--- config.mk ---
export PLATFORM = sky130hd
export DESIGN_NAME = vc_cache
export DESIGN_NICKNAME = d
export VERILOG_FILES = /design/src/rtl/vc_pkg.sv /design/src/rtl/vc_dm_array.sv /design/src/rtl/vc_victim_store.sv /design/src/rtl/vc_cache.sv
export SDC_FILE = /design/constraint.sdc
export NUM_CORES = 1
export LEC_CHECK = 0
export ABC_AREA = 0
export BUFFER_PORTS_ARGS = -buffer_cell sky130_fd_sc_hd__buf_2
export CORE_UTILIZATION = 60
export CTS_BUF_LIST = sky130_fd_sc_hd__clkbuf_8
export DETAILED_ROUTE_END_ITERATION = 16
export PLACE_DENSITY_LB_ADDON = 0.25
export SYNTH_ARGS = -nofsm -noshare
export SYNTH_HDL_FRONTEND = slang
export SYNTH_SLANG_ARGS = --single-unit
--- constraint.sdc ---
create_clock -name clk -period 25.2 [get_ports clk]
set_input_delay 5.04 -clock clk [delete_from_list [all_inputs] [get_ports clk]]
set_output_delay 5.04 -clock clk [all_outputs]
set_load 0.03 [all_outputs]
--- src/rtl/vc_pkg.sv ---
// Shared types for the victim-buffered cache.
package vc_pkg;
    // Controller phases: serve CPU, write back a dirty victim, refill a line.
    typedef enum logic [1:0] {
        ST_IDLE = 2'd0,
        ST_WB   = 2'd1,
        ST_FILL = 2'd2
    } ctl_state_t;
endpackage

--- src/rtl/vc_dm_array.sv ---
// Direct-mapped line store: one entry per set holding valid, dirty, tag and data.
// Assumes one read index (combinational) and one write per cycle.
module vc_dm_array #(
    parameter int IDX_W  = 2,
    parameter int TAG_W  = 10,
    parameter int DATA_W = 32
) (
    input  logic              clk,
    input  logic              rst_n,
    input  logic [IDX_W-1:0]  rd_idx,
    output logic              rd_valid,
    output logic              rd_dirty,
    output logic [TAG_W-1:0]  rd_tag,
    output logic [DATA_W-1:0] rd_data,
    input  logic              wr_en,
    input  logic [IDX_W-1:0]  wr_idx,
    input  logic              wr_dirty,
    input  logic [TAG_W-1:0]  wr_tag,
    input  logic [DATA_W-1:0] wr_data
);
    localparam int SETS = 1 << IDX_W;

    logic [SETS-1:0]   set_v;
    logic [SETS-1:0]   set_d;
    logic [TAG_W-1:0]  set_t [SETS];
    logic [DATA_W-1:0] set_q [SETS];

    // Read the addressed set.
    always_comb begin
        rd_valid = set_v[rd_idx];
        rd_dirty = set_d[rd_idx];
        rd_tag   = set_t[rd_idx];
        rd_data  = set_q[rd_idx];
    end

    // Clear valid bits on reset; otherwise write the selected set.
    always_ff @(posedge clk) begin
        if (!rst_n) begin
            set_v <= '0;
            set_d <= '0;
        end else if (wr_en) begin
            set_v[wr_idx] <= 1'b1;
            set_d[wr_idx] <= wr_dirty;
            set_t[wr_idx] <= wr_tag;
            set_q[wr_idx] <= wr_data;
        end
    end
endmodule

--- src/rtl/vc_victim_store.sv ---
// Fully associative victim buffer with recency ages (0 = most recent).
// Assumes the controller never inserts an address that is already present.
module vc_victim_store #(
    parameter int ENTRIES = 4,
    parameter int LA_W    = 12,
    parameter int DATA_W  = 32
) (
    input  logic              clk,
    input  logic              rst_n,
    input  logic [LA_W-1:0]   look_addr,
    output logic              hit,
    output logic [(ENTRIES>1?$clog2(ENTRIES):1)-1:0] hit_slot,
    output logic              hit_dirty,
    output logic [DATA_W-1:0] hit_data,
    output logic [(ENTRIES>1?$clog2(ENTRIES):1)-1:0] sel_slot,
    output logic              sel_valid,
    output logic              sel_dirty,
    output logic [LA_W-1:0]   sel_addr,
    output logic [DATA_W-1:0] sel_data,
    input  logic              wr_en,
    input  logic [(ENTRIES>1?$clog2(ENTRIES):1)-1:0] wr_slot,
    input  logic              wr_valid,
    input  logic              wr_dirty,
    input  logic              wr_touch,
    input  logic [LA_W-1:0]   wr_addr,
    input  logic [DATA_W-1:0] wr_data
);
    localparam int SLOT_W = (ENTRIES > 1) ? $clog2(ENTRIES) : 1;

    logic [ENTRIES-1:0] ent_v;
    logic [ENTRIES-1:0] ent_d;
    logic [LA_W-1:0]    ent_a [ENTRIES];
    logic [DATA_W-1:0]  ent_q [ENTRIES];
    logic [SLOT_W-1:0]  age   [ENTRIES];
    logic [ENTRIES-1:0] hit_vec;

    // Per-entry address comparators.
    for (genvar g = 0; g < ENTRIES; g++) begin : g_cmp
        assign hit_vec[g] = ent_v[g] && (ent_a[g] == look_addr);
    end

    // Encode the matching entry.
    always_comb begin
        hit_slot = '0;
        for (int i = 0; i < ENTRIES; i++)
            if (hit_vec[i]) hit_slot = SLOT_W'(i);
        hit       = |hit_vec;
        hit_dirty = ent_d[hit_slot];
        hit_data  = ent_q[hit_slot];
    end

    // Choose the insertion slot: lowest free entry, else the oldest one.
    always_comb begin
        logic found;
        logic [SLOT_W-1:0] best;
        found    = 1'b0;
        sel_slot = '0;
        best     = age[0];
        for (int i = 0; i < ENTRIES; i++) begin
            if (!ent_v[i] && !found) begin
                sel_slot = SLOT_W'(i);
                found    = 1'b1;
            end
        end
        if (!found) begin
            for (int i = 1; i < ENTRIES; i++) begin
                if (age[i] > best) begin
                    best     = age[i];
                    sel_slot = SLOT_W'(i);
                end
            end
        end
        sel_valid = ent_v[sel_slot];
        sel_dirty = ent_d[sel_slot];
        sel_addr  = ent_a[sel_slot];
        sel_data  = ent_q[sel_slot];
    end

    // Update entry contents and recency ages.
    always_ff @(posedge clk) begin
        if (!rst_n) begin
            ent_v <= '0;
            ent_d <= '0;
            for (int i = 0; i < ENTRIES; i++) age[i] <= SLOT_W'(i);
        end else if (wr_en) begin
            ent_v[wr_slot] <= wr_valid;
            ent_d[wr_slot] <= wr_dirty;
            ent_a[wr_slot] <= wr_addr;
            ent_q[wr_slot] <= wr_data;
            if (wr_touch) begin
                for (int i = 0; i < ENTRIES; i++) begin
                    if (SLOT_W'(i) == wr_slot) age[i] <= '0;
                    else if (age[i] < age[wr_slot]) age[i] <= age[i] + 1'b1;
                end
            end
        end
    end

    // at most one entry may match an address.
    p_one_match_r6: assert property (@(posedge clk) disable iff (!rst_n)
        $onehot0(hit_vec));

    // recency ages stay a permutation (pairwise distinct).
    for (genvar i = 0; i < ENTRIES; i++) begin : g_ai
        for (genvar j = i + 1; j < ENTRIES; j++) begin : g_aj
            p_age_distinct_r7: assert property (@(posedge clk) disable iff (!rst_n)
                age[i] != age[j]);
        end
    end
endmodule

--- src/rtl/vc_cache.sv ---
// Top: direct-mapped cache with a victim buffer on its refill path.
// Assumes the CPU holds request, address and data while cpu_stall is high,
// and memory answers every request with one mem_ack pulse.
module vc_cache #(
    parameter int ADDR_W = 12,
    parameter int IDX_W  = 2,
    parameter int DATA_W = 32,
    parameter int VB_N   = 4
) (
    input  logic              clk,
    input  logic              rst_n,
    input  logic              cpu_req,
    input  logic              cpu_we,
    input  logic [ADDR_W-1:0] cpu_addr,
    input  logic [DATA_W-1:0] cpu_wdata,
    output logic [DATA_W-1:0] cpu_rdata,
    output logic              cpu_stall,
    output logic              mem_req,
    output logic              mem_we,
    output logic [ADDR_W-1:0] mem_addr,
    output logic [DATA_W-1:0] mem_wdata,
    input  logic              mem_ack,
    input  logic [DATA_W-1:0] mem_rdata
);
    import vc_pkg::*;

    localparam int TAG_W  = ADDR_W - IDX_W;
    localparam int SLOT_W = (VB_N > 1) ? $clog2(VB_N) : 1;

    ctl_state_t state, state_nx;

    logic [IDX_W-1:0]  idx;
    logic [TAG_W-1:0]  tag;
    logic              rd_valid, rd_dirty;
    logic [TAG_W-1:0]  rd_tag;
    logic [DATA_W-1:0] rd_data;
    logic              arr_we, arr_dirty;
    logic [DATA_W-1:0] arr_data;
    logic              p_hit;

    logic              v_hit, v_hit_dirty;
    logic [SLOT_W-1:0] v_hit_slot, v_sel_slot, vb_slot;
    logic [DATA_W-1:0] v_hit_data, v_sel_data;
    logic              v_sel_valid, v_sel_dirty;
    logic [ADDR_W-1:0] v_sel_addr;
    logic              vb_we, vb_valid, vb_touch;

    assign idx   = cpu_addr[IDX_W-1:0];
    assign tag   = cpu_addr[ADDR_W-1:IDX_W];
    assign p_hit = rd_valid && (rd_tag == tag);

    vc_dm_array #(.IDX_W(IDX_W), .TAG_W(TAG_W), .DATA_W(DATA_W)) u_array (
        .clk(clk), .rst_n(rst_n),
        .rd_idx(idx), .rd_valid(rd_valid), .rd_dirty(rd_dirty),
        .rd_tag(rd_tag), .rd_data(rd_data),
        .wr_en(arr_we), .wr_idx(idx), .wr_dirty(arr_dirty),
        .wr_tag(tag), .wr_data(arr_data)
    );

    vc_victim_store #(.ENTRIES(VB_N), .LA_W(ADDR_W), .DATA_W(DATA_W)) u_victim (
        .clk(clk), .rst_n(rst_n),
        .look_addr(cpu_addr), .hit(v_hit), .hit_slot(v_hit_slot),
        .hit_dirty(v_hit_dirty), .hit_data(v_hit_data),
        .sel_slot(v_sel_slot), .sel_valid(v_sel_valid), .sel_dirty(v_sel_dirty),
        .sel_addr(v_sel_addr), .sel_data(v_sel_data),
        .wr_en(vb_we), .wr_slot(vb_slot), .wr_valid(vb_valid),
        .wr_dirty(rd_dirty), .wr_touch(vb_touch),
        .wr_addr({rd_tag, idx}), .wr_data(rd_data)
    );

    // Sequence hits, swaps, write-backs and refills.
    always_comb begin
        state_nx  = state;
        arr_we    = 1'b0;
        arr_dirty = 1'b0;
        arr_data  = cpu_wdata;
        vb_we     = 1'b0;
        vb_slot   = v_sel_slot;
        vb_valid  = rd_valid;
        vb_touch  = 1'b1;
        mem_req   = 1'b0;
        mem_we    = 1'b0;
        mem_addr  = cpu_addr;
        mem_wdata = v_sel_data;
        case (state)
            ST_IDLE: begin
                if (cpu_req && p_hit) begin
                    arr_we    = cpu_we;
                    arr_dirty = 1'b1;
                end else if (cpu_req && v_hit) begin
                    arr_we    = 1'b1;
                    arr_dirty = v_hit_dirty;
                    arr_data  = v_hit_data;
                    vb_we     = 1'b1;
                    vb_slot   = v_hit_slot;
                end else if (cpu_req) begin
                    state_nx = (rd_valid && v_sel_valid && v_sel_dirty) ? ST_WB : ST_FILL;
                end
            end
            ST_WB: begin
                mem_req  = 1'b1;
                mem_we   = 1'b1;
                mem_addr = v_sel_addr;
                if (mem_ack) begin
                    vb_we    = 1'b1;
                    vb_valid = 1'b0;
                    vb_touch = 1'b0;
                    state_nx = ST_FILL;
                end
            end
            ST_FILL: begin
                mem_req = 1'b1;
                if (mem_ack) begin
                    arr_we    = 1'b1;
                    arr_data  = mem_rdata;
                    vb_we     = rd_valid;
                    state_nx  = ST_IDLE;
                end
            end
            default: state_nx = ST_IDLE;
        endcase
    end

    assign cpu_stall = cpu_req && !((state == ST_IDLE) && p_hit);
    assign cpu_rdata = rd_data;

    // Controller state register.
    always_ff @(posedge clk) begin
        if (!rst_n) state <= ST_IDLE;
        else        state <= state_nx;
    end

    // a line never sits in both structures.
    p_exclusive_r6: assert property (@(posedge clk) disable iff (!rst_n)
        (cpu_req && p_hit) |-> !v_hit);

    // a victim swap costs one stall cycle and no memory traffic.
    p_swap_one_cycle_r5: assert property (@(posedge clk) disable iff (!rst_n)
        (state == ST_IDLE && cpu_req && !p_hit && v_hit) |=>
        (!cpu_req || cpu_addr != $past(cpu_addr) || !cpu_stall));
    p_swap_no_mem_r5: assert property (@(posedge clk) disable iff (!rst_n)
        (cpu_req && v_hit && !p_hit && state == ST_IDLE) |-> !mem_req);

    // memory request is held stable until acknowledged.
    p_mem_hold_r3: assert property (@(posedge clk) disable iff (!rst_n)
        (mem_req && !mem_ack) |=> (mem_req && $stable(mem_addr) && $stable(mem_we)));
    p_stall_in_miss_r3: assert property (@(posedge clk) disable iff (!rst_n)
        (cpu_req && state != ST_IDLE) |-> cpu_stall);

    // only a valid dirty victim is ever written back.
    p_wb_dirty_r8: assert property (@(posedge clk) disable iff (!rst_n)
        (mem_req && mem_we) |-> (v_sel_valid && v_sel_dirty));
endmodule

==> metrics.md, run 1 <==
| Metric | Value |
|---|---|
| Result of the run | complete, no violations |
| Largest clock skew in the final design | 0.01463 ns |
| Setup repair bufs after CTS | 0 |
| Leading area contributor after synthesis | sky130_fd_sc_hd__edfxtp_1 |
| Endpoint with the worst hold slack | u_array.set_v[3] |
| Maximum root-to-sink buffer count | 3 |
| Proportion of power drawn by flip-flops and latches | 55.5% |
| Number of global-route vias before repair | 11.25k |
| Number of storage elements in the synthesis netlist | 370 |
| Depth of the worst register-to-register path | 21 |
| TNS Setup | 0 ns |
| Most common flop cell mapped by yosys | sky130_fd_sc_hd__edfxtp_1 |
| Count of boundary I/O pins | 160 |
| Netlist cell types | 62 |
| Number of warning messages in the yosys log | 0 |
| Element type at the critical path end | output pin |
| Max-slew violations | 0 |
| Mean routed wirelength per cell | 24.37 um |
| Internal Dissipation | 0.9440 mW |
| Number of buffers created by CTS | 57 |
| Post-place setup slack | 11.89 ns |
| Sw Ratio | 24.00% |
| Final period utilization | 52.76% |
| Mean post-synth cell area | 14.68 sq um |
| Effective utilization at floorplan | 61.74% |
| Transition at the pin with the smallest max-transition slack | 1.187 ns |
| P&R area growth vs syn | 12.57% |
| Post-route insts no fill | 1762 |
| Maximum number of pins on one net before global-route repair | 65 |
| Insertion delay of the later-clocked pin in the worst-skew pair | 0.59 ns |
| Slew HR | 20.54% |
| Max cap viols | 0 |
| Critical path data arrival time | 8.26 ns |
| Synthesized instance count | 1184 |
| Beginning of the worst register-to-register path | u_victim.age[0][1] |
| Number of fillers in the final layout | 1872 |
| Area share of the largest cell type after synthesis | 60.79% |
| Wirelength, routed | 42.95 mm |
| Die ar. | 0.02966 sq mm |
| 1st-pass router iterations | 7 |
| Share of power burned in the clock network | 36.0% |
| Clock sink total | 370 |
| Launch point of the critical path | cpu_addr[0] |
| Power after layout | 1.242 mW |
| Setup crit start kind | primary input |
| Hold Startpoint | u_array.set_v[3] |
| Inst Count DP | 1659 |
| Deepest level of the CTS H-tree | 2 |
| Register-to-register setup slack | 18.27 ns |
| Master cell of the clock root buffer | sky130_fd_sc_hd__clkbuf_8 |
| Clock Pin Slew Worst Setup and Hold Paths | 0.06 ns |
| Post-route DRC | 0 |
| Path type of the worst min-delay path | flip-flop to flip-flop |
| Endpoint of the most critical register-to-register path | u_victim.ent_q[3][21] |
| Vias after detailed routing | 11.45k |
| Sw power | 0.2981 mW |
| Number of vias per cell after detailed routing | 6.498 |
| Share of synthesized area occupied by flip-flops and latches | 62.87% |
| Die span in x | 172.2 um |
| RSZ-0062 raised after global routing | false |
| Count of nets left with antenna violations after detail routing | 0 |
| Top cells by area, synth | sky130_fd_sc_hd__edfxtp_1, sky130_fd_sc_hd__mux4_2, sky130_fd_sc_hd__mux2i_1 |
| Hold-fix buffers at CTS | 0 |
| Highest Clock Rate | 75.21 MHz |
| Net count reported at finish | 1433 |
| Required time worst endpoint | 20.16 ns |
| First DRT Iteration DRCs | 1234 |
| Fin Hold WS | 0.4654 ns |
| Worst IR Drop VDD | 47.18 uV |
| Placeable core area | 0.02816 sq mm |
| Minimum setup slack in the final design | 11.90 ns |
| Weighted congestion reported at the end of routability-driven placement | 0.8569 |
| Setup-failing EPs final | 0 |
| Post-CTS resize count | 0 |
| Static leakage power | 6.731 nW |
| Y dimension of the die | 172.2 um |
| Cell Rows | 61 |
| Number of hold-slack violations in the final timing report | 0 |
| Fraction of layout cells with a size suffix above 1 | 27.33% |
| Worst Hold Path Cells | 2 |
| Minimum period implied by the final worst setup slack | 13.30 ns |
| Combinational group share of total power | 8.5% |
| Number of antenna violations at the first check in global routing | 1 |
| Synthesized area | 0.01739 sq mm |
| Global-route wire length before repair | 64.75 mm |
| # port buffers | 159 |
| Async set or reset register ratio after synthesis | 0% |
| WS Path Type | primary input to output pin |
| Total GRT Usage | 29.84% |
| TritonCTS clock tree | built |
| Overflow left after global routing | 0 |
| Number of synthesized flops with an enable pin | 352 |
| Detailed placement HPWL | 26.44 mm |
| Net count after synthesis | 1277 |
| Critical-path maximum fanout | 49 |
| PwrDens | 63.46 mW/mm^2 |
cell type report:
class	instances	area (sq um)	share of cell area, %
Sequential cell	370	10930	55.85
Multi-Input combinational cell	703	6098	31.16
Timing Repair Buffer	180	955.9	4.884
Clock buffer	57	784.5	4.008
Tap cell	378	473.0	2.416
Clock inverter	45	222.7	1.138
Inverter	28	105.1	0.5370
Antenna cell	1	2.502	0.01279
sequential cells by signal, indices dropped and copies added (netlist names):
register / count
u_victim.ent_a: 48
u_array.set_d: 4
u_array.set_v: 4
u_victim.ent_q: 128
state: 2
u_victim.ent_d: 4
u_victim.age: 8
u_victim.ent_v: 4
u_array.set_q: 128
u_array.set_t: 40
how the worst max path moves through the flow:
stage                     cells after the start         to
after floorplan                               8  cpu_stall
after global placement                        8  cpu_stall
after detailed placement                      9  cpu_stall
after CTS                                     9  cpu_stall
after global routing                          9  cpu_stall
final                                         9  cpu_stall
cells in the final DEF (no fill, tap or decap), drive strengths merged, types with 5 or more instances in the layout:
cell type  Yosys  routed
nand3         11      11
xnor2         43      43
nand4          8       8
nand2         96      96
ha            12      12
dfxtp         18      18
nor4          10      10
and2           8       8
buf           20     180
a22oi         10      10
mux4          83      83
mux2i         45      45
nor2          44      44
o22ai         15      15
clkbuf        63      57
xor2          18      18
edfxtp       352     352
a211oi         7       7
o211ai        33      33
mux2          24      24
o21ai         79      79
a32oi          9       9
or3            5       5
a21oi         66      66
inv           27      42
nor3           9       9
o2bb2a        11      11
clkinv         1      28
a21o          14      14
layer usage:
metal / GRT usage, % / up-vias / wire, um
li1: - / 4970 / -
met1: 40.72 / 5710 / 16900
met3: 5.402 / 91 / 3926
met4: 10.35 / 0 / 1163
met2: 48.62 / 678 / 20950
met5: 0 / - / 0
power groups by stage:
| stage | logic [mW] | registers [mW] | clock network [mW] |
|---|---|---|---|
| floorplan | 0.0694 | 0.701 | 0 |
| global placement | 0.101 | 0.701 | 0 |
| detailed placement | 0.105 | 0.702 | 0 |
| CTS | 0.105 | 0.689 | 0.451 |
| global route | 0.114 | 0.689 | 0.477 |
| finish | 0.106 | 0.689 | 0.447 |
per-stage QoR:
stage                     area [sq um]  utilization, %
after global placement           18560           65.91
after CTS                        19570           69.49
after global routing             19570           69.50
final                            19570           69.50
after detailed placement         18560           65.91
after floorplan                  17390               -
critical path, stage by stage:
cell	delay (ns)
sky130_fd_sc_hd__buf_4	0.17
sky130_fd_sc_hd__buf_4	0.72
sky130_fd_sc_hd__mux4_2	0.66
sky130_fd_sc_hd__xnor2_1	0.19
sky130_fd_sc_hd__nand2_1	0.09
sky130_fd_sc_hd__a2111o_1	0.41
sky130_fd_sc_hd__nor2_1	0.43
sky130_fd_sc_hd__a21boi_0	0.26
sky130_fd_sc_hd__buf_2	0.23
logic make-up (layout without fill, tap and decap cells):
group	Yosys count	in the layout	share of synthesized area (%)
flops	370	370	62.87
mux	152	152	14.92
fa+ha+maj	12	12	0.8635
simple gates	208	208	5.505
buf+inv	111	310	2.670
xor+xnor	61	61	3.073
compound gates	270	270	10.10
other cells	0	1	0
cells in the mapped netlist (2+ instances only):
library cell,number
sky130_fd_sc_hd__a211o_1,2
sky130_fd_sc_hd__a211oi_1,6
sky130_fd_sc_hd__a21boi_0,3
sky130_fd_sc_hd__a21o_1,14
sky130_fd_sc_hd__a21oi_1,66
sky130_fd_sc_hd__a22oi_1,10
sky130_fd_sc_hd__a2bb2oi_1,3
sky130_fd_sc_hd__a311oi_1,3
sky130_fd_sc_hd__a31oi_1,2
sky130_fd_sc_hd__a32oi_1,9
sky130_fd_sc_hd__and2_1,8
sky130_fd_sc_hd__and4_1,2
sky130_fd_sc_hd__buf_1,7
sky130_fd_sc_hd__buf_2,8
sky130_fd_sc_hd__buf_6,5
sky130_fd_sc_hd__clkbuf_1,63
sky130_fd_sc_hd__dfxtp_1,18
sky130_fd_sc_hd__edfxtp_1,352
sky130_fd_sc_hd__ha_1,12
sky130_fd_sc_hd__inv_1,27
sky130_fd_sc_hd__mux2_2,23
sky130_fd_sc_hd__mux2i_1,45
sky130_fd_sc_hd__mux4_2,83
sky130_fd_sc_hd__nand2_1,96
sky130_fd_sc_hd__nand2b_1,2
sky130_fd_sc_hd__nand3_1,11
sky130_fd_sc_hd__nand4_1,8
sky130_fd_sc_hd__nor2_1,43
sky130_fd_sc_hd__nor2b_1,3
sky130_fd_sc_hd__nor3_1,9
sky130_fd_sc_hd__nor3b_1,2
sky130_fd_sc_hd__nor4_1,8
sky130_fd_sc_hd__nor4_2,2
sky130_fd_sc_hd__o211ai_1,31
sky130_fd_sc_hd__o211ai_2,2
sky130_fd_sc_hd__o21a_1,3
sky130_fd_sc_hd__o21ai_0,78
sky130_fd_sc_hd__o22ai_1,15
sky130_fd_sc_hd__o2bb2a_1,11
sky130_fd_sc_hd__or3_1,5
sky130_fd_sc_hd__or4_1,4
sky130_fd_sc_hd__xnor2_1,43
sky130_fd_sc_hd__xor2_1,18
Power figures use the tool's default switching activity.
==> run 2, diff against run 1 <==
- clock period: 25.2 -> 12.25 ns (I/O delays scaled with it)
==> metrics.md, run 2 (synthesis gave the netlist of run 1 again) <==
| Metric | Value |
|---|---|
| Result of the run | complete, no violations |
| Power after layout | 2.675 mW (+120%) |
| Depth of the worst register-to-register path | 20 (-4.8%) |
| Proportion of power drawn by flip-flops and latches | 53.0% (-2.5 points) |
| Hold-fix buffers at CTS | 0 (unchanged) |
| Setup crit start kind | flip-flop |
| Wirelength, routed | 42.27 mm (-1.6%) |
| Max-slew violations | 0 (unchanged) |
| Number of global-route vias before repair | 11.33k (+0.68%) |
| Critical path data arrival time | 5.88 ns (-2.38 ns) |
| Count of nets left with antenna violations after detail routing | 0 (unchanged) |
| Effective utilization at floorplan | 61.74% (unchanged) |
| Number of antenna violations at the first check in global routing | 1 (unchanged) |
| Maximum number of pins on one net before global-route repair | 65 (unchanged) |
| Detailed placement HPWL | 26.44 mm (about the same) |
| Master cell of the clock root buffer | sky130_fd_sc_hd__clkbuf_8 |
| Insertion delay of the later-clocked pin in the worst-skew pair | 0.61 ns (+0.02 ns) |
| WS Path Type | flip-flop to output pin |
| Count of boundary I/O pins | 160 (unchanged) |
| Transition at the pin with the smallest max-transition slack | 1.073 ns (-0.1136 ns) |
| Share of power burned in the clock network | 38.9% (+2.9 points) |
| Placeable core area | 0.02816 sq mm (unchanged) |
| Most common library cell in the layout ignoring fill and taps | sky130_fd_sc_hd__edfxtp_1 |
| Number of fillers in the final layout | 1840 (-1.7%) |
| Path type of the worst min-delay path | flip-flop to flip-flop |
| Cell-by-cell listing of the critical path | inv_1 > ha_1 > o22ai_1 > o21ai_0 > ha_1 > inv_1 > o22ai_1 > mux2_2 > ha_1 > nand2_1 > o21ai_0 > nand2_1 > o21ai_0 > a21boi_4 > buf_4 > mux4_2 > buf_2 |
| Sw Ratio | 23.58% (-0.42 points) |
| Element type at the critical path end | output pin |
| Minimum period implied by the final worst setup slack | 8.326 ns |
| Static leakage power | 6.825 nW (+1.4%) |
| Slew HR | 28.46% (+7.9 points) |
| Commonest cells after routing, fill and taps aside | sky130_fd_sc_hd__edfxtp_1, sky130_fd_sc_hd__buf_2, sky130_fd_sc_hd__nand2_1 |
| Post-CTS resize count | 0 (unchanged) |
| PwrDens | 135.6 mW/mm^2 (+110%) |
| Vias after detailed routing | 11.50k (+0.40%) |
| Worst IR Drop VDD | 97.45 uV (+110%) |
| Mean routed wirelength per cell | 23.93 um (-1.8%) |
| Number of hold-slack violations in the final timing report | 0 (unchanged) |
| Largest registers ranked by flip-flop count | u_array.set_q: 128 flops, u_victim.ent_q: 128 flops, u_victim.ent_a: 48 flops |
| Global-route wire length before repair | 64.38 mm (-0.57%) |
| Sw power | 0.6306 mW (+110%) |
| Setup-failing EPs final | 0 (unchanged) |
| Clock Pin Slew Worst Setup and Hold Paths | 0.06 ns (about the same) |
| Largest clock skew in the final design | 0.04660 ns (+0.03197 ns) |
| Overflow left after global routing | 0 (unchanged) |
| Cell with the largest stage delay on the worst path | sky130_fd_sc_hd__buf_4 |
| Maximum root-to-sink buffer count | 3 (unchanged) |
| # port buffers | 159 (unchanged) |
| Die ar. | 0.02966 sq mm (unchanged) |
| Worst Hold Path Cells | 2 (unchanged) |
| Post-route DRC | 0 (unchanged) |
| Total GRT Usage | 29.32% (-0.52 points) |
| 1st-pass router iterations | 5 (-2) |
| Deepest level of the CTS H-tree | 2 (unchanged) |
| Combinational group share of total power | 8.2% (-0.3 points) |
| Max cap viols | 0 (unchanged) |
| Crit-path max cell delay | 0.66 ns (-0.06 ns) |
| Y dimension of the die | 172.2 um (unchanged) |
| Net count reported at finish | 1434 (+0.070%) |
| Required time worst endpoint | 9.80 ns (-10.36 ns) |
| Critical-path maximum fanout | 35 (-29%) |
| Die span in x | 172.2 um (unchanged) |
| First DRT Iteration DRCs | 1239 (+0.41%) |
| Clock sink total | 370 (unchanged) |
| Final period utilization | 67.96% |
| Number of vias per cell after detailed routing | 6.509 (+0.17%) |
| RSZ-0062 raised after global routing | false |
| Cell Rows | 61 (unchanged) |
| TritonCTS clock tree | built |
| P&R area growth vs syn | 13.42% |
| Setup repair bufs after CTS | 0 (unchanged) |
| Highest Clock Rate | 120.1 MHz |
| Weighted congestion reported at the end of routability-driven placement | 0.8631 (+0.72%) |
| Fraction of layout cells with a size suffix above 1 | 28.19% (+0.86 points) |
| Number of buffers created by CTS | 58 (+1.8%) |
| Internal Dissipation | 2.044 mW (+120%) |
| TNS Setup | 0 ns (unchanged) |
==> run 2: critical path, delay by kind of cell (launching register included) <==
family	cells	cell delay, ns
multiplexers	2	1.04
buffers and inverters	4	1.07
AO/OA/AOI/OAI	6	1.64
flip-flops	1	0.49
adder cells (fa/ha/maj)	3	0.82
AND/OR/NAND/NOR	2	0.19
==> run 2: layout make-up <==
class | count | area [sq um] | share of cell area [%]
Clock inverter | 47 | 342.8 | 1.738
Inverter | 28 | 105.1 | 0.5330
Sequential cell | 370 | 10930 | 55.43
Multi-Input combinational cell | 703 | 6098 | 30.92
Clock buffer | 59 | 812.0 | 4.118
Tap cell | 378 | 473.0 | 2.398
Antenna cell | 1 | 2.502 | 0.01269
Timing Repair Buffer | 180 | 955.9 | 4.847
==> run 2: power groups by stage <==
stage	Combinational [mW]	Clock, mW	Sequential [mW]
2_1_floorplan	0.143	0	1.44
4_1_cts	0.216	1.05	1.42
3_3_place_gp	0.207	0	1.44
3_5_place_dp	0.215	0	1.44
5_1_grt	0.234	1.11	1.42
6_report	0.218	1.04	1.42
==> run 2: path summary, 6_finish.rpt <==
path | startpoint | to | slack (ns)
max | u_victim.age[0][1] | mem_wdata[27] | 3.92
min | u_array.set_v[2] | u_array.set_v[2] | 0.48
max reg2reg | u_victim.age[0][1] | u_victim.ent_q[3][10] | 5.49
min reg2reg | u_array.set_v[2] | u_array.set_v[2] | 0.48
==> run 2: through the flow <==
stage | area, sq um | instances | util [%] | hold WS (ns) | setup slack (ns)
global route | 19720 | 1766 | 70.02 | 0.5086 | 3.566
floorplan | 17390 | 1184 | - | 0.4223 | 3.385
finish | 19720 | 1766 | 70.02 | 0.4751 | 3.924
CTS | 19720 | 1765 | 70.01 | 0.4771 | 3.921
global placement | 18560 | 1659 | 65.91 | 0.4414 | 4.345
detailed placement | 18560 | 1659 | 65.91 | 0.4610 | 4.366
==> run 2: metal layers <==
metal | track usage [%] | share of wire [%] | up-vias
met5 | 0 | 0 | -
met4 | 9.619 | 2.4 | 0
met3 | 5.814 | 10 | 92
met2 | 46.60 | 48 | 683
met1 | 40.98 | 39 | 5740
li1 | - | - | 4980
==> run 3, diff against run 2 <==
- CORE_UTILIZATION: 60 -> 56
- clock period: 12.25 -> 7.4 ns (I/O delays scaled with it)
==> metrics.md, run 3 (synthesis gave the netlist of run 1 again) <==
| Metric | Value |
|---|---|
| Number of hold-slack violations in the final timing report | 0 (unchanged) |
| Wirelength, routed | 43.21 mm (+2.2%) |
| # port buffers | 159 (unchanged) |
| 1st-pass router iterations | 5 (unchanged) |
| Worst Hold Path Cells | 2 (unchanged) |
| Mean routed wirelength per cell | 24.14 um (+0.86%) |
| RSZ-0062 raised after global routing | false |
| Maximum root-to-sink buffer count | 3 (unchanged) |
| Effective utilization at floorplan | 56.84% (-4.9 points) |
| Endpoint of the most critical register-to-register path | u_victim.ent_q[2][0] |
| Number of antenna violations at the first check in global routing | 3 (+2) |
| Static leakage power | 6.860 nW (+0.52%) |
| Power after layout | 4.344 mW (+62%) |
| Result of the run | complete, no violations |
| Register-to-register setup slack | 1.49 ns (-4.00 ns) |
| Max cap viols | 0 (unchanged) |
| Slew HR | 22.66% (-5.8 points) |
| Fin Hold WS | 0.4581 ns (-0.01704 ns) |
| Launch point of the critical path | u_victim.age[0][1] |
| First DRT Iteration DRCs | 1013 (-18%) |
| Summed area of non-filler cells in the final layout | 0.01982 sq mm (+0.51%) |
| Number of buffers created by CTS | 58 (unchanged) |
| Vias after detailed routing | 11.40k (-0.81%) |
| Largest clock skew in the final design | 0.04255 ns (-0.004044 ns) |
| Overflow left after global routing | 0 (unchanged) |
| Setup repair bufs after CTS | 0 (unchanged) |
| Fraction of layout cells with a size suffix above 1 | 27.89% (-0.30 points) |
| Highest Clock Rate | 144.4 MHz |
| Hold-fix buffers at CTS | 0 (unchanged) |
| Element type at the critical path end | output pin |
| TNS Setup | 0 ns (unchanged) |
| Minimum period implied by the final worst setup slack | 6.927 ns |
| PwrDens | 219.2 mW/mm^2 (+62%) |
| Max-slew violations | 0 (unchanged) |
| Final period utilization | 93.61% |
| Post-CTS resize count | 0 (unchanged) |
| TritonCTS clock tree | built |
| Number of fillers in the final layout | 2231 (+21%) |
| Depth of the worst register-to-register path | 22 (+10%) |
| WS Path Type | flip-flop to output pin |
| Net count reported at finish | 1440 (+0.42%) |
| Setup crit start kind | flip-flop |
| Path type of the worst min-delay path | flip-flop to flip-flop |
| Critical-path maximum fanout | 31 (-11%) |
| Die ar. | 0.03176 sq mm (+7.1%) |
| Deepest level of the CTS H-tree | 2 (unchanged) |
| Beginning of the worst register-to-register path | u_victim.age[0][1] |
| Commonest cells after routing, fill and taps aside | sky130_fd_sc_hd__edfxtp_1, sky130_fd_sc_hd__buf_2, sky130_fd_sc_hd__nand2_1 |
| Transition at the pin with the smallest max-transition slack | 1.155 ns (+0.08200 ns) |
| Worst IR Drop VDD | 192.2 uV (+97%) |
| Capturing element of the worst setup path | mem_wdata[28] |
| Detailed placement HPWL | 27.01 mm (+2.2%) |
| Largest registers ranked by flip-flop count | u_array.set_q: 128 flops, u_victim.ent_q: 128 flops, u_victim.ent_a: 48 flops |
| Count of boundary I/O pins | 160 (unchanged) |
| Critical path data arrival time | 5.45 ns (-0.43 ns) |
| Cell Rows | 64 (+4.9%) |
| Standard cell area after detailed placement | 0.01871 sq mm (+0.77%) |
| Setup-failing EPs final | 0 (unchanged) |
| Most common library cell in the layout ignoring fill and taps | sky130_fd_sc_hd__edfxtp_1 |
| Post-route DRC | 0 (unchanged) |
| Placeable core area | 0.03059 sq mm (+8.6%) |
| Clock sink total | 370 (unchanged) |
| Insertion delay of the later-clocked pin in the worst-skew pair | 0.61 ns (about the same) |
| Count of nets left with antenna violations after detail routing | 0 (unchanged) |
| Die span in x | 178.2 um (+3.5%) |
| Maximum number of pins on one net before global-route repair | 62 (-4.6%) |
| Y dimension of the die | 178.2 um (+3.5%) |
| Total GRT Usage | 27.40% (-1.9 points) |
| Weighted congestion reported at the end of routability-driven placement | 0.8818 (+2.2%) |
| Global-route wire length before repair | 64.48 mm (+0.15%) |
| Clock Pin Slew Worst Setup and Hold Paths | 0.06 ns (about the same) |
| Number of global-route vias before repair | 11.16k (-1.5%) |
| End-of-flow core utilization | 64.80% (-5.2 points) |
| Number of vias per cell after detailed routing | 6.370 (-2.1%) |
| Master cell of the clock root buffer | sky130_fd_sc_hd__clkbuf_8 |
| Required time worst endpoint | 5.92 ns (-3.88 ns) |
| P&R area growth vs syn | 14.00% |
==> run 3: cell count changes in the layout (fill, tap and decap cells not counted), sizes merged <==
cell,change
clkinv,-8
buf,+6
inv,+5
clkbuf,+3
bufinv,-2
diode,+2
==> run 3: metal layers <==
metal	vias up	share of wire (%)	track usage, %
met1	5769	42	38.81
met5	-	0	0
met4	0	2.7	9.922
met2	543	48	42.64
met3	94	7.9	5.179
li1	4996	-	-
==> run 3: critical path: stages, from the launching register on <==
cell                       delay, ns
sky130_fd_sc_hd__edfxtp_1       0.47
sky130_fd_sc_hd__inv_1          0.15
sky130_fd_sc_hd__ha_1           0.25
sky130_fd_sc_hd__nor2_1         0.11
sky130_fd_sc_hd__o22ai_1        0.10
sky130_fd_sc_hd__nand2_1        0.07
sky130_fd_sc_hd__o21ai_0        0.12
sky130_fd_sc_hd__ha_1           0.31
sky130_fd_sc_hd__inv_1          0.04
sky130_fd_sc_hd__o22ai_1        0.37
sky130_fd_sc_hd__mux2_2         0.39
sky130_fd_sc_hd__ha_1           0.27
sky130_fd_sc_hd__nand2_1        0.06
sky130_fd_sc_hd__o21ai_0        0.18
sky130_fd_sc_hd__a41oi_4        0.84
sky130_fd_sc_hd__buf_12         0.35
sky130_fd_sc_hd__mux4_2         0.55
sky130_fd_sc_hd__buf_2          0.19
==> run 3: layout make-up <==
type | instances | area [sq um] | share of cell area, %
flip-flops and latches | 370 | 10930 | 55.14
well taps | 396 | 495.5 | 2.500
clock inverters | 42 | 255.2 | 1.288
clock buffers | 62 | 853.3 | 4.305
inverters | 28 | 105.1 | 0.5302
repair buffers | 186 | 1076 | 5.429
diodes | 3 | 7.507 | 0.03787
multi-input cells | 703 | 6098 | 30.77
==> run 3: report_power, final <==
group	total (mW)	internal [mW]	switching, mW
Sequential	2.35	2.34	0.00543
Clock	1.64	0.873	0.768
Combinational	0.358	0.121	0.236
==> run 3: worst min path at each step <==
stage / start / endpoint / slack (ns)
floorplan: u_array.set_v[3] / u_array.set_v[3] / 0.42
global placement: u_array.set_v[3] / u_array.set_v[3] / 0.44
detailed placement: u_array.set_v[3] / u_array.set_v[3] / 0.45
CTS: u_array.set_v[3] / u_array.set_v[3] / 0.46
global route: u_array.set_v[3] / u_array.set_v[3] / 0.48
finish: u_array.set_v[3] / u_array.set_v[3] / 0.46
==> run 3: metrics by stage <==
| step | instances | setup WS (ns) |
|---|---|---|
| 4_1_cts | 1787 | 0.4109 |
| 3_5_place_dp | 1683 | 1.041 |
| 5_1_grt | 1790 | 0.05923 |
| 2_1_floorplan | 1184 | -0.4947 |
| 3_3_place_gp | 1683 | 1.179 |
| 6_report | 1790 | 0.4726 |
